$ cat src/rtl/seng_pkg.sv
package seng_pkg;

  localparam logic [7:0] OFS_SOFT_RST  = 8'h40;
  localparam logic [7:0] OFS_IRQ_EN    = 8'h80;
  localparam logic [7:0] OFS_IRQ_PEND  = 8'h84;
  localparam logic [7:0] OFS_IRQ_SRC   = 8'h88;
  localparam logic [7:0] OFS_SYNC_ID   = 8'hC0;
  localparam logic [7:0] OFS_CMD_ROOM  = 8'hD0;
  localparam logic [7:0] OFS_SDO_ROOM  = 8'hD4;
  localparam logic [7:0] OFS_SDI_LVL   = 8'hD8;
  localparam logic [7:0] OFS_CMD_PUSH  = 8'hE0;
  localparam logic [7:0] OFS_SDO_PUSH  = 8'hE4;
  localparam logic [7:0] OFS_SDI_POP   = 8'hE8;
  localparam logic [7:0] OFS_SDI_PEEK  = 8'hEC;

  localparam int unsigned IRQ_W        = 4;
  localparam int unsigned BIT_CMD_LOW  = 0;
  localparam int unsigned BIT_SDO_LOW  = 1;
  localparam int unsigned BIT_SDI_HIGH = 2;
  localparam int unsigned BIT_SYNC     = 3;

  typedef struct packed {
    logic set_rst;
    logic set_en;
    logic clr_pend;
    logic push_cmd;
    logic push_sdo;
    logic pop_sdi;
    logic rd;
  } strobe_t;

  // free entries in a queue of the given depth
  function automatic logic [31:0] room_of(input logic [31:0] depth, input logic [31:0] level);
    return (level >= depth) ? 32'd0 : depth - level;
  endfunction

  function automatic logic at_or_below(input logic [31:0] level, input logic [31:0] thr);
    return level <= thr;
  endfunction

  function automatic logic at_or_above(input logic [31:0] level, input logic [31:0] thr);
    return level >= thr;
  endfunction

endpackage

$ cat src/rtl/seng_decode.sv
module seng_decode
  import seng_pkg::*;
#(
  parameter int unsigned CMD_DEPTH = 16,
  parameter int unsigned SDO_DEPTH = 16,
  parameter int unsigned LVL_W     = 5
) (
  input  logic             req_valid,
  input  logic             req_write,
  input  logic [7:0]       req_addr,
  input  logic [LVL_W-1:0] cmd_level,
  input  logic [LVL_W-1:0] sdo_level,
  input  logic [LVL_W-1:0] sdi_level,
  output strobe_t          strb
);

  logic wr_req, rd_req, cmd_full, sdo_full, sdi_empty;

  always_comb begin
    wr_req    = req_valid & req_write;
    rd_req    = req_valid & ~req_write;
    cmd_full  = 32'(cmd_level) >= CMD_DEPTH;
    sdo_full  = 32'(sdo_level) >= SDO_DEPTH;
    sdi_empty = (sdi_level == '0);

    strb.set_rst  = wr_req && (req_addr == OFS_SOFT_RST);
    strb.set_en   = wr_req && (req_addr == OFS_IRQ_EN);
    strb.clr_pend = wr_req && (req_addr == OFS_IRQ_PEND);
    strb.push_cmd = wr_req && (req_addr == OFS_CMD_PUSH) && !cmd_full;
    strb.push_sdo = wr_req && (req_addr == OFS_SDO_PUSH) && !sdo_full;
    strb.pop_sdi  = rd_req && (req_addr == OFS_SDI_POP)  && !sdi_empty;
    strb.rd       = rd_req;
  end

endmodule

$ cat src/rtl/seng_irq_ctrl.sv
module seng_irq_ctrl
  import seng_pkg::*;
#(
  parameter int unsigned CMD_LOW  = 4,
  parameter int unsigned SDO_LOW  = 4,
  parameter int unsigned SDI_HIGH = 12,
  parameter int unsigned ID_W     = 8,
  parameter int unsigned LVL_W    = 5
) (
  input  logic             clk,
  input  logic             rst_n,
  input  logic             set_en,
  input  logic             clr_pend,
  input  logic [IRQ_W-1:0] wdata,
  input  logic             sync_valid,
  input  logic [ID_W-1:0]  sync_id,
  input  logic [LVL_W-1:0] cmd_level,
  input  logic [LVL_W-1:0] sdo_level,
  input  logic [LVL_W-1:0] sdi_level,
  output logic [IRQ_W-1:0] irq_en,
  output logic [IRQ_W-1:0] pend,
  output logic [IRQ_W-1:0] src,
  output logic [ID_W-1:0]  last_id,
  output logic             irq
);

  logic [IRQ_W-2:0] lvl_hit;
  logic             sync_flag;
  logic             sync_clr_req;

  always_comb begin
    lvl_hit[BIT_CMD_LOW]  = at_or_below(32'(cmd_level), CMD_LOW);
    lvl_hit[BIT_SDO_LOW]  = at_or_below(32'(sdo_level), SDO_LOW);
    lvl_hit[BIT_SDI_HIGH] = at_or_above(32'(sdi_level), SDI_HIGH);
    sync_clr_req          = clr_pend & wdata[BIT_SYNC];
    pend                  = {sync_flag, lvl_hit};
    src                   = pend & irq_en;
    irq                   = |src;
  end

  always_ff @(posedge clk) begin
    if (!rst_n) begin
      irq_en    <= '0;
      sync_flag <= 1'b0;
      last_id   <= '0;
    end else begin
      if (set_en) irq_en <= wdata;
      if (sync_valid) begin
        sync_flag <= 1'b1;
        last_id   <= sync_id;
      end else if (sync_clr_req) begin
        sync_flag <= 1'b0;
      end
    end
  end

  AST_SYNC_HOLD: assert property (@(posedge clk) disable iff (!rst_n)
    (sync_flag && !sync_clr_req) |=> sync_flag);
  AST_SYNC_CAPTURE: assert property (@(posedge clk) disable iff (!rst_n)
    sync_valid |=> (sync_flag && last_id == $past(sync_id)));
  AST_IRQ_NEEDS_EN: assert property (@(posedge clk) disable iff (!rst_n)
    (irq_en == '0) |-> !irq);

endmodule

$ cat src/rtl/seng_rd_mux.sv
module seng_rd_mux
  import seng_pkg::*;
#(
  parameter int unsigned CMD_DEPTH = 16,
  parameter int unsigned SDO_DEPTH = 16,
  parameter int unsigned ID_W      = 8,
  parameter int unsigned LVL_W     = 5
) (
  input  logic             clk,
  input  logic             rst_n,
  input  logic             rd,
  input  logic [7:0]       addr,
  input  logic             soft_rst,
  input  logic [IRQ_W-1:0] irq_en,
  input  logic [IRQ_W-1:0] pend,
  input  logic [IRQ_W-1:0] src,
  input  logic [ID_W-1:0]  last_id,
  input  logic [LVL_W-1:0] cmd_level,
  input  logic [LVL_W-1:0] sdo_level,
  input  logic [LVL_W-1:0] sdi_level,
  input  logic [31:0]      sdi_head,
  output logic             rd_valid,
  output logic [31:0]      rd_data
);

  logic [31:0] head_or_zero;
  logic [31:0] sel;

  always_comb begin
    head_or_zero = (sdi_level == '0) ? 32'd0 : sdi_head;
    case (addr)
      OFS_SOFT_RST: sel = {31'd0, soft_rst};
      OFS_IRQ_EN:   sel = 32'(irq_en);
      OFS_IRQ_PEND: sel = 32'(pend);
      OFS_IRQ_SRC:  sel = 32'(src);
      OFS_SYNC_ID:  sel = 32'(last_id);
      OFS_CMD_ROOM: sel = room_of(CMD_DEPTH, 32'(cmd_level));
      OFS_SDO_ROOM: sel = room_of(SDO_DEPTH, 32'(sdo_level));
      OFS_SDI_LVL:  sel = 32'(sdi_level);
      OFS_SDI_POP,
      OFS_SDI_PEEK: sel = head_or_zero;
      default:      sel = 32'd0;
    endcase
  end

  always_ff @(posedge clk) begin
    if (!rst_n) begin
      rd_valid <= 1'b0;
      rd_data  <= '0;
    end else begin
      rd_valid <= rd;
      if (rd) rd_data <= sel;
    end
  end

  AST_RD_LATENCY: assert property (@(posedge clk) disable iff (!rst_n)
    rd |=> rd_valid);
  AST_EMPTY_READ_ZERO: assert property (@(posedge clk) disable iff (!rst_n)
    (rd && (addr == OFS_SDI_POP || addr == OFS_SDI_PEEK) && sdi_level == '0) |=> (rd_data == 32'd0));

endmodule

$ cat src/rtl/seng_host_regs.sv
module seng_host_regs
  import seng_pkg::*;
#(
  parameter int unsigned CMD_DEPTH = 16,
  parameter int unsigned SDO_DEPTH = 16,
  parameter int unsigned SDI_DEPTH = 16,
  parameter int unsigned CMD_LOW   = 4,
  parameter int unsigned SDO_LOW   = 4,
  parameter int unsigned SDI_HIGH  = 12,
  parameter int unsigned ID_W      = 8,
  localparam int unsigned MAX_DEPTH = (CMD_DEPTH > SDO_DEPTH)
                                      ? ((CMD_DEPTH > SDI_DEPTH) ? CMD_DEPTH : SDI_DEPTH)
                                      : ((SDO_DEPTH > SDI_DEPTH) ? SDO_DEPTH : SDI_DEPTH),
  localparam int unsigned LVL_W = $clog2(MAX_DEPTH + 1)
) (
  input  logic             clk,
  input  logic             rst_n,
  input  logic             req_valid,
  input  logic             req_write,
  input  logic [7:0]       req_addr,
  input  logic [31:0]      req_wdata,
  output logic             rd_valid,
  output logic [31:0]      rd_data,
  output logic             irq,
  output logic             engine_rst,
  output logic             cmd_push,
  output logic [15:0]      cmd_data,
  input  logic [LVL_W-1:0] cmd_level,
  output logic             sdo_push,
  output logic [31:0]      sdo_data,
  input  logic [LVL_W-1:0] sdo_level,
  output logic             sdi_pop,
  input  logic [31:0]      sdi_head,
  input  logic [LVL_W-1:0] sdi_level,
  input  logic             sync_valid,
  input  logic [ID_W-1:0]  sync_id
);

  strobe_t          strb;
  logic [IRQ_W-1:0] irq_en, pend, src;
  logic [ID_W-1:0]  last_id;
  logic             soft_rst;

  seng_decode #(
    .CMD_DEPTH(CMD_DEPTH), .SDO_DEPTH(SDO_DEPTH), .LVL_W(LVL_W)
  ) u_decode (
    .req_valid(req_valid), .req_write(req_write), .req_addr(req_addr),
    .cmd_level(cmd_level), .sdo_level(sdo_level), .sdi_level(sdi_level),
    .strb(strb)
  );

  seng_irq_ctrl #(
    .CMD_LOW(CMD_LOW), .SDO_LOW(SDO_LOW), .SDI_HIGH(SDI_HIGH),
    .ID_W(ID_W), .LVL_W(LVL_W)
  ) u_irq (
    .clk(clk), .rst_n(rst_n),
    .set_en(strb.set_en), .clr_pend(strb.clr_pend), .wdata(req_wdata[IRQ_W-1:0]),
    .sync_valid(sync_valid), .sync_id(sync_id),
    .cmd_level(cmd_level), .sdo_level(sdo_level), .sdi_level(sdi_level),
    .irq_en(irq_en), .pend(pend), .src(src), .last_id(last_id), .irq(irq)
  );

  seng_rd_mux #(
    .CMD_DEPTH(CMD_DEPTH), .SDO_DEPTH(SDO_DEPTH), .ID_W(ID_W), .LVL_W(LVL_W)
  ) u_rd (
    .clk(clk), .rst_n(rst_n), .rd(strb.rd), .addr(req_addr),
    .soft_rst(soft_rst), .irq_en(irq_en), .pend(pend), .src(src), .last_id(last_id),
    .cmd_level(cmd_level), .sdo_level(sdo_level), .sdi_level(sdi_level),
    .sdi_head(sdi_head), .rd_valid(rd_valid), .rd_data(rd_data)
  );

  always_ff @(posedge clk) begin
    if (!rst_n)            soft_rst <= 1'b1;
    else if (strb.set_rst) soft_rst <= req_wdata[0];
  end

  always_comb begin
    engine_rst = soft_rst;
    cmd_push   = strb.push_cmd;
    cmd_data   = req_wdata[15:0];
    sdo_push   = strb.push_sdo;
    sdo_data   = req_wdata;
    sdi_pop    = strb.pop_sdi;
  end

  AST_NO_CMD_OVERFLOW: assert property (@(posedge clk) disable iff (!rst_n)
    (32'(cmd_level) >= CMD_DEPTH) |-> !cmd_push);
  AST_NO_SDO_OVERFLOW: assert property (@(posedge clk) disable iff (!rst_n)
    (32'(sdo_level) >= SDO_DEPTH) |-> !sdo_push);
  AST_NO_SDI_UNDERFLOW: assert property (@(posedge clk) disable iff (!rst_n)
    (sdi_level == '0) |-> !sdi_pop);
  AST_PEEK_NO_POP: assert property (@(posedge clk) disable iff (!rst_n)
    (req_valid && !req_write && req_addr == OFS_SDI_PEEK) |-> !sdi_pop);
  AST_SOFT_RST_WRITE: assert property (@(posedge clk) disable iff (!rst_n)
    (req_valid && req_write && req_addr == OFS_SOFT_RST) |=> (engine_rst == $past(req_wdata[0])));

endmodule

$ cat config.mk
export PLATFORM = sky130hd
export DESIGN_NAME = seng_host_regs
export DESIGN_NICKNAME = d
export VERILOG_FILES = /design/src/rtl/seng_pkg.sv /design/src/rtl/seng_decode.sv /design/src/rtl/seng_irq_ctrl.sv /design/src/rtl/seng_rd_mux.sv /design/src/rtl/seng_host_regs.sv
export SDC_FILE = /design/constraint.sdc
export NUM_CORES = 1
export LEC_CHECK = 0
export ABC_AREA = 1
export BUFFER_PORTS_ARGS = -buffer_cell sky130_fd_sc_hd__buf_2
export CORE_MARGIN = 2
export CORE_UTILIZATION = 46
export CTS_BUF_LIST = sky130_fd_sc_hd__clkbuf_8
export CTS_CLUSTER_SIZE = 16
export DETAILED_ROUTE_END_ITERATION = 8
export HOLD_SLACK_MARGIN = 0.06
export PLACE_DENSITY = 0.84
export REMOVE_ABC_BUFFERS = 1
export SETUP_SLACK_MARGIN = 0.05
export SYNTH_ARGS = -nofsm -noshare
export SYNTH_HDL_FRONTEND = slang
export SYNTH_SLANG_ARGS = --single-unit
$ cat constraint.sdc
create_clock -name clk -period 2 [get_ports clk]
set_clock_uncertainty 0.15 [all_clocks]
set_input_delay 0.1 -clock clk [delete_from_list [all_inputs] [get_ports clk]]
set_output_delay 0.1 -clock clk [all_outputs]
set_load 0.02 [all_outputs]
After elaboration in Yosys (flattened, before gate mapping)
Index checks and enable logic that the tools add are counted.
{"block": "totals", "ff_bits": 47}
{"block": "classes", "n_addsub": 2, "mux": 6, "magnitude_cmp": 5, "reduce_logical": 16, "n_bitwise": 5, "n_eq_ne": 12}
{"cell": "$pmux 32 s9", "n": 1}
{"cell": "$mux 32", "n": 3}
{"cell": "$eq 8x8->1 const B", "n": 11}
{"cell": "$sub 5x5->6 const A", "n": 2}
{"cell": "$ge 5x5->1 const B", "n": 2}
{"cell": "$le 5x3->1 const B", "n": 2}
{"cell": "$logic_and 1x1->1", "n": 9}
{"cell": "$eq 8x7->1 const B", "n": 1}
{"cell": "$ge 5x4->1 const B", "n": 1}
{"cell": "$logic_not 5->1", "n": 1}
{"cell": "$and 4x4->4", "n": 1}
{"cell": "$reduce_or 4->1", "n": 1}
{"cell": "$and 1x1->1", "n": 3}
{"cell": "$logic_not 1->1", "n": 3}
{"cell": "$mux 1", "n": 2}
{"cell": "$reduce_bool 2->1", "n": 1}
{"cell": "$reduce_or 2->1", "n": 1}
{"cell": "$not 1->1", "n": 1}

Longest topological paths before layout
Gate-level depths: netlist of run 1.
{"block": "depth", "word_depth": 5, "ltp_mapped": 13, "mapped_depth_nobuf": 12}

Modules after synthesis
A second synthesis of run 1 with hierarchy kept.
{"block": "hier_totals", "cells_unflattened": 475, "area_unflattened_um2": 3074.2}
{"mod": "seng_rd_mux", "n_inst": 1, "cells_per_inst": 310, "seq_area_each_um2": 660.6, "area_per_inst_um2": 1981.9}
{"mod": "seng_irq_ctrl", "n_inst": 1, "cells_per_inst": 74, "seq_area_each_um2": 260.2, "area_per_inst_um2": 533.0}
{"mod": "seng_host_regs", "n_inst": 1, "cells_per_inst": 53, "seq_area_each_um2": 20.0, "area_per_inst_um2": 404.1}
{"mod": "seng_decode", "n_inst": 1, "cells_per_inst": 38, "seq_area_each_um2": 0.0, "area_per_inst_um2": 155.1}

Worst setup path before layout of run 1
No wires, ideal clock.
{"block": "synth_timing", "path_type": "input-to-output", "start": "input sdo_level[0]", "end": "output sdo_push", "required_ns": 1.750, "path_slack_ns": 0.362, "stages": 8, "n_path_buf": 0, "arrival_time_ns": 1.388, "path_cell_list": "inv_1 -> ha_1 -> nand2_1 -> nor2_1 -> ha_1 -> inv_1 -> nand2_1 -> nor4_1"}
{"block": "synth_between", "elab_chain_cells": 3}
{"item": "from (decl)", "line_no": "seng_host_regs.sv:31", "text": "input logic [LVL_W-1:0] sdo_level,"}
{"item": "$ge 5x5->1", "line_no": "seng_decode.sv:23", "text": "sdo_full = 32'(sdo_level) >= SDO_DEPTH;"}
{"item": "$logic_not 1->1", "line_no": "seng_decode.sv:30", "text": "strb.push_sdo = wr_req && (req_addr == OFS_SDO_PUSH) && !sdo_full;"}
{"item": "$logic_and 1x1->1", "line_no": "seng_decode.sv:30"}
{"item": "to (decl)", "line_no": "seng_host_regs.sv:29", "text": "output logic sdo_push,"}
No other way between the ends.

Worst setup path after layout of run 1
{"block": "layout_timing", "start": "input req_write", "end": "register u_irq.irq_en[3]"}
{"block": "layout_between", "elab_chain_cells": 2}
{"item": "from (decl)", "line_no": "seng_host_regs.sv:19", "text": "input logic req_write,"}
{"item": "$and 1x1->1", "line_no": "seng_decode.sv:20", "text": "wr_req = req_valid & req_write;"}
{"item": "$logic_and 1x1->1", "line_no": "seng_decode.sv:27", "text": "strb.set_en = wr_req && (req_addr == OFS_IRQ_EN);"}
{"item": "to (signal assigned)", "line_no": "seng_irq_ctrl.sv:47", "text": "if (set_en) irq_en <= wdata;"}
{"item": "to (decl)", "line_no": "seng_irq_ctrl.sv:20", "text": "output logic [IRQ_W-1:0] irq_en,"}
No other way between the ends.
A chain may end at the register's enable or synchronous reset.

==> results of run 1 <==
path summary, 6_finish.rpt:
check                         from  slack, ns                to
setup / recovery         req_write       0.07   u_irq.irq_en[3]
hold / removal        sdi_head[18]       0.07  u_rd.rd_data[18]
setup reg to reg  u_irq.last_id[5]       0.61  u_irq.last_id[5]
hold reg to reg   u_irq.last_id[1]       0.31  u_irq.last_id[1]
metal layers:
metal  up-vias  global-route usage [%]
met4         2                    6.29
met2       188                    42.2
li1       1844                       -
met1      1756                    39.9
met5         -                       0
met3        33                    7.82
registers in the layout (all words and copies together) (netlist names):
signal,cells
u_irq.last_id,8
u_rd.rd_data,32
engine_rst,1
u_irq.sync_flag,1
u_rd.rd_valid,1
u_irq.irq_en,4
Yosys cell counts:
cell / n / area [um^2]
a31oi_1: 2 / 12.5
nor2_2: 4 / 25.0
nand3b_1: 2 / 15.0
nand2_4: 3 / 33.8
nand3_2: 3 / 30.0
nor4_1: 3 / 18.8
nor2_1: 81 / 304
buf_6: 2 / 22.5
nor3_1: 2 / 10.0
nor3_2: 1 / 10.0
nor2_4: 1 / 11.3
o21a_1: 1 / 7.51
nand4_1: 1 / 6.26
and3_1: 1 / 6.26
nand2_1: 119 / 447
a21oi_1: 42 / 210
buf_2: 5 / 25.0
ha_1: 6 / 75.1
nand3_1: 33 / 165
clkbuf_1: 12 / 45.0
o21bai_1: 1 / 7.51
o21ai_1: 22 / 110
inv_2: 4 / 15.0
nand2_2: 1 / 6.26
inv_1: 28 / 105
nor2_8: 1 / 20.0
clkinv_1: 2 / 7.51
buf_4: 48 / 360
xnor2_1: 2 / 17.5
o21ai_0: 26 / 130
dfxtp_1: 47 / 941
a2111o_1: 1 / 11.3
area by class of cell:
cell class,instances,area (um^2),area share (%)
multi-input combinational,359,1700,39.9
timing repair buffer,188,1280,30.1
sequential,47,941,22.2
inverter,34,128,3.00
tap,96,120,2.83
clock buffer,5,68.8,1.62
clock inverter,3,16.3,0.383
power groups by stage:
stage,clock network [W],logic [W],registers [W]
floorplan,0,0.000133,0.000979
global placement,0,0.000289,0.000978
detailed placement,0,0.000292,0.000978
CTS,0.000570,0.000465,0.000956
global route,0.000605,0.000514,0.000959
finish,0.000559,0.000480,0.000957
through the flow:
| stage | worst slack (ns) | cells | utilization [%] |
|---|---|---|---|
| 2_1_floorplan | -0.845 | 440 | - |
| 3_3_place_gp | 0.181 | 660 | 51.8 |
| 3_5_place_dp | 0.111 | 660 | 51.8 |
| 4_1_cts | 0.108 | 732 | 62.5 |
| 5_1_grt | 0.0535 | 732 | 62.5 |
| 6_report | 0.0679 | 732 | 62.5 |
worst register-to-register path, stage by stage (launching register included):
cell and delay, ns:
dfxtp_1 0.31, o21ai_0 0.21, nor2_1 0.07, dlygate4sd3_1 0.55
kinds of logic (layout without fill, tap and decap cells):
logic type | Yosys count | after routing | share of synthesized area [%]
adder cells (fa/ha/maj) | 6 | 6 | 2.34
AND/OR/NAND/NOR | 256 | 256 | 34.5
buffers and inverters | 101 | 230 | 18.1
AO/OA/AOI/OAI | 95 | 95 | 15.2
flip-flops | 47 | 47 | 29.3
XOR/XNOR | 2 | 2 | 0.545
what timing repair did:
| action | 4_1_cts | 5_1_grt |
|---|---|---|
| hold buffers | 64 | 0 |
| endpoints found under the setup margin | 0 | 3 |
| hold endpoints to repair | 63 | 0 |
| gates resized for setup | 0 | 3 |
==> metrics, run 1 <==
critical path fanouts, max=7; fillcell total=630; FP Rows=30; most frequent cells in the layout=nand2_1 (118), buf_2 (117), nor2_1 (80); initial antenna violation count=1; Syn Inst Count=507; max-cap violations=0; RSZ-0062 raised after global routing=false; CP startpoint kind=input port; die height=87.6 um; Int Pwr=0.00138 W; WL/cell=15.3 um; Ys Warns=0; worst hold path cell count=5; DR iter-0 viols=406; Setup CP Type=in -> reg; Worst IR Drop VDD=0.000458 V; final hold viol count=0; core footprint=6790 um^2; Sw Pwr=0.000612 W; drt pass-1 iters=5; H-tree depth=2; Cell Pwr Density=470 nW/um^2; most numerous cell on the critical path=dlygate4sd3_1; Worst Max-Slew Pin Slew=0.564 ns; gp weighted congestion=1.03; Pwr Total=0.00200 W; first-pass GRT wire length=16.8 mm; Overflow after GRT=0; total CTS buffers=5; mapped cell area=3210 um^2; Tightest Hold Check Type=in -> reg; clk slew on worst S/H paths=0.09 ns; Worst path slowest cell=dlygate4sd3_1; die width=87.6 um; Clk pwr share=28.0%; Area Overhead vs Synth=32.3%; max incr delay on CP=0.61 ns; crit share post-route=96.6%; Die Area=7670 um^2; metal1 wirelength=4.90 mm; vias after detailed routing=3823; DRC=0; CP arrival=1.97 ns; Critical Path End Type=register; Final Slew Violations=0; Top delay family on crit path=buffers and inverters; Area after DPL=3520 um^2; critical path cell sequence=dlygate4sd3_1 > buf_2 > nand2_1 > inv_2 > nand2_2 > o21ai_1 > dlygate4sd3_1 > nor2_1; layout cells sized above 1=23.9%; flops & latches, synth=47; sum of buffers and inverters on the critical path=4; met2 routed WL=4.94 mm; buffer type at the clock tree root=clkbuf_8; WHS=0.0684 ns; number of antenna-violating nets in the routed design=0; final net count=741; Worst Reg2Reg Path Length in Cells=3; Synth cell types=32; drt total wl=11.2 mm; critical path depth=8; # setup viols final=0; Gate power share=24.1%; Post-CTS Setup Inserts=0; highest metal used=met5; DP HPWL=7.71 mm; Port Buffer Count=117; cell area after layout=4250 um^2; CTS tree=done; most common cell after layout, fill and taps aside=nand2_1; GRT Total Usage=28.0%; clock buffer depth=2; status=finished clean; largest net degree at the start of global routing=34; Switching Share=30.6%; later-pin clock latency in the skew report=0.29 ns; vias per cell=5.22; sequential fraction of the synthesis area=29.3%; Fmax achieved=0.518 GHz; sequential power share=48.0%; syn avg cell area=6.33 um^2; worst endpoint required time=2.04 ns; CTS sink cnt=47; TNS Setup=0 ns; minimum clock period=1.93 ns; ANT cells=0; vias in the first global route=3392; Slew headroom=62.3%; wire length on met3=1.11 mm; I/O pins=186; Initial Utilization=47.3%; Leakage=2.08 nW
Note: power is estimated with default switching activity, not from simulation.
==> inputs of run 2 (changes only) <==
--- a/config.mk
+++ b/config.mk
@@ -13,7 +13,7 @@
 export CTS_CLUSTER_SIZE = 16
 export DETAILED_ROUTE_END_ITERATION = 8
 export HOLD_SLACK_MARGIN = 0.06
-export PLACE_DENSITY = 0.84
+export PLACE_DENSITY_LB_ADDON = 0.2
 export REMOVE_ABC_BUFFERS = 1
 export SETUP_SLACK_MARGIN = 0.05
 export SYNTH_ARGS = -nofsm -noshare
==> metrics, run 2 (synthesis results as in run 1) <==
DR iter-0 viols=226; Setup CP Type=in -> reg; worst endpoint required time=2.09 ns; CP startpoint kind=input port; fillcell total=649; vias per cell=5.02; Worst Max-Slew Pin Slew=0.569 ns; # setup viols final=0; DRC=0; Tightest Hold Check Type=in -> reg; max reg flops=32; Initial Utilization=47.3%; minimum clock period=1.85 ns; drt pass-1 iters=5; critical path fanouts, max=5; status=finished clean; critical path cell sequence=buf_2 > dlygate4sd3_1 > nor4_1 > nand3_1 > dlygate4sd3_1 > nand3_1; Top delay family on crit path=buffers and inverters; Overflow after GRT=0; WL/cell=14.9 um; Cell Pwr Density=529 nW/um^2; vias in the first global route=3393; clk slew on worst S/H paths=0.09 ns; Area Overhead vs Synth=34.4%; Final Slew Violations=0; largest net degree at the start of global routing=35; Worst IR Drop VDD=0.000453 V; Multi-input gate area=1700 um^2; CTS tree=done; total CTS buffers=5; Regs by FF count=u_rd.rd_data x32, u_irq.last_id x8, u_irq.irq_en x4; Worst Reg2Reg Path Length in Cells=3; number of antenna-violating nets in the routed design=0; most common cell after layout, fill and taps aside=nand2_1; layout cells sized above 1=24.1%; first-pass GRT wire length=16.5 mm; sum of buffers and inverters on the critical path=3; drt total wl=10.9 mm; GRT Total Usage=27.3%; initial antenna violation count=0; H-tree depth=2; WHS=0.0640 ns; Leakage=2.11 nW; critical path depth=6; Die Area=7670 um^2; die width=87.6 um; Post-CTS Setup Inserts=0; DP HPWL=7.73 mm; Worst path slowest cell=dlygate4sd3_1; ANT cells=0; Area after DPL=3530 um^2; Fmax achieved=0.540 GHz; most frequent cells in the layout=nand2_1 (119), buf_2 (117), nor2_1 (79); largest register by flop count=u_rd.rd_data; gp weighted congestion=0.891; cell area after layout=4320 um^2; die height=87.6 um; final hold viol count=0; max incr delay on CP=0.59 ns; max-cap violations=0; Critical Path End Type=register; I/O pins=186; reg2reg setup slack=0.63 ns; register area=941 um^2; CP arrival=1.94 ns; later-pin clock latency in the skew report=0.30 ns; pre-CTS setup slack=0.116 ns; clock buffer depth=2; FP Rows=30; Port Buffer Count=117; core footprint=6790 um^2; buffer type at the clock tree root=clkbuf_8; CTS sink cnt=47; worst hold path cell count=5; RSZ-0062 raised after global routing=false; Final Core Density=63.6%; setup ws final=0.149 ns; vias after detailed routing=3688; final net count=743; TNS Setup=0 ns; crit share post-route=92.6%; Slew headroom=61.9%
run 2: metal layers:
| layer | share of wire (%) | track usage [%] | vias up |
|---|---|---|---|
| li1 | - | - | 1846 |
| met1 | 47 | 39.5 | 1690 |
| met2 | 44 | 40.8 | 142 |
| met3 | 8.5 | 8.11 | 10 |
| met4 | 0.80 | 5.03 | 0 |
| met5 | 0 | 0 | - |
run 2: layout make-up:
class | instances | share of cell area [%]
clock buffer | 5 | 1.59
clock inverter | 3 | 1.65
inverter | 34 | 2.96
multi-input combinational | 359 | 39.3
sequential | 47 | 21.8
tap | 96 | 2.78
timing repair buffer | 190 | 30.0
run 2: worst reg2reg max path, cell delays in order, from the launching register on:
cell	delay [ns]
dfxtp_1	0.32
o21ai_0	0.17
nor2_1	0.06
dlygate4sd3_1	0.56
run 2: stage by stage:
step	total power, W	instances
CTS	0.00229	734
global route	0.00237	734
detailed placement	0.00127	662
finish	0.00228	734
floorplan	0.00111	440
global placement	0.00127	662
run 2: final timing paths:
kind / from / end
worst min-delay path: sdi_head[25] / u_rd.rd_data[25]
worst max register to register: u_irq.last_id[0] / u_irq.last_id[0]
worst min register to register: u_rd.rd_data[2] / u_rd.rd_data[2]
worst max-delay path: req_addr[7] / engine_rst
run 2: timing repair:
item / in CTS / in global routing
resized for setup: 0 / 1
hold buffers: 64 / 0
setup endpoints to repair: 0 / 1
endpoints found under the hold margin: 64 / 0
run 2: where the power goes:
group          leakage [nW]  switching [W]  internal [W]  total, W
Clock                0.0703       0.000342      0.000507  0.000849
Sequential            0.381     0.00000664      0.000950  0.000956
Combinational          1.66       0.000283      0.000196  0.000479
Total                  2.11       0.000631       0.00165   0.00228
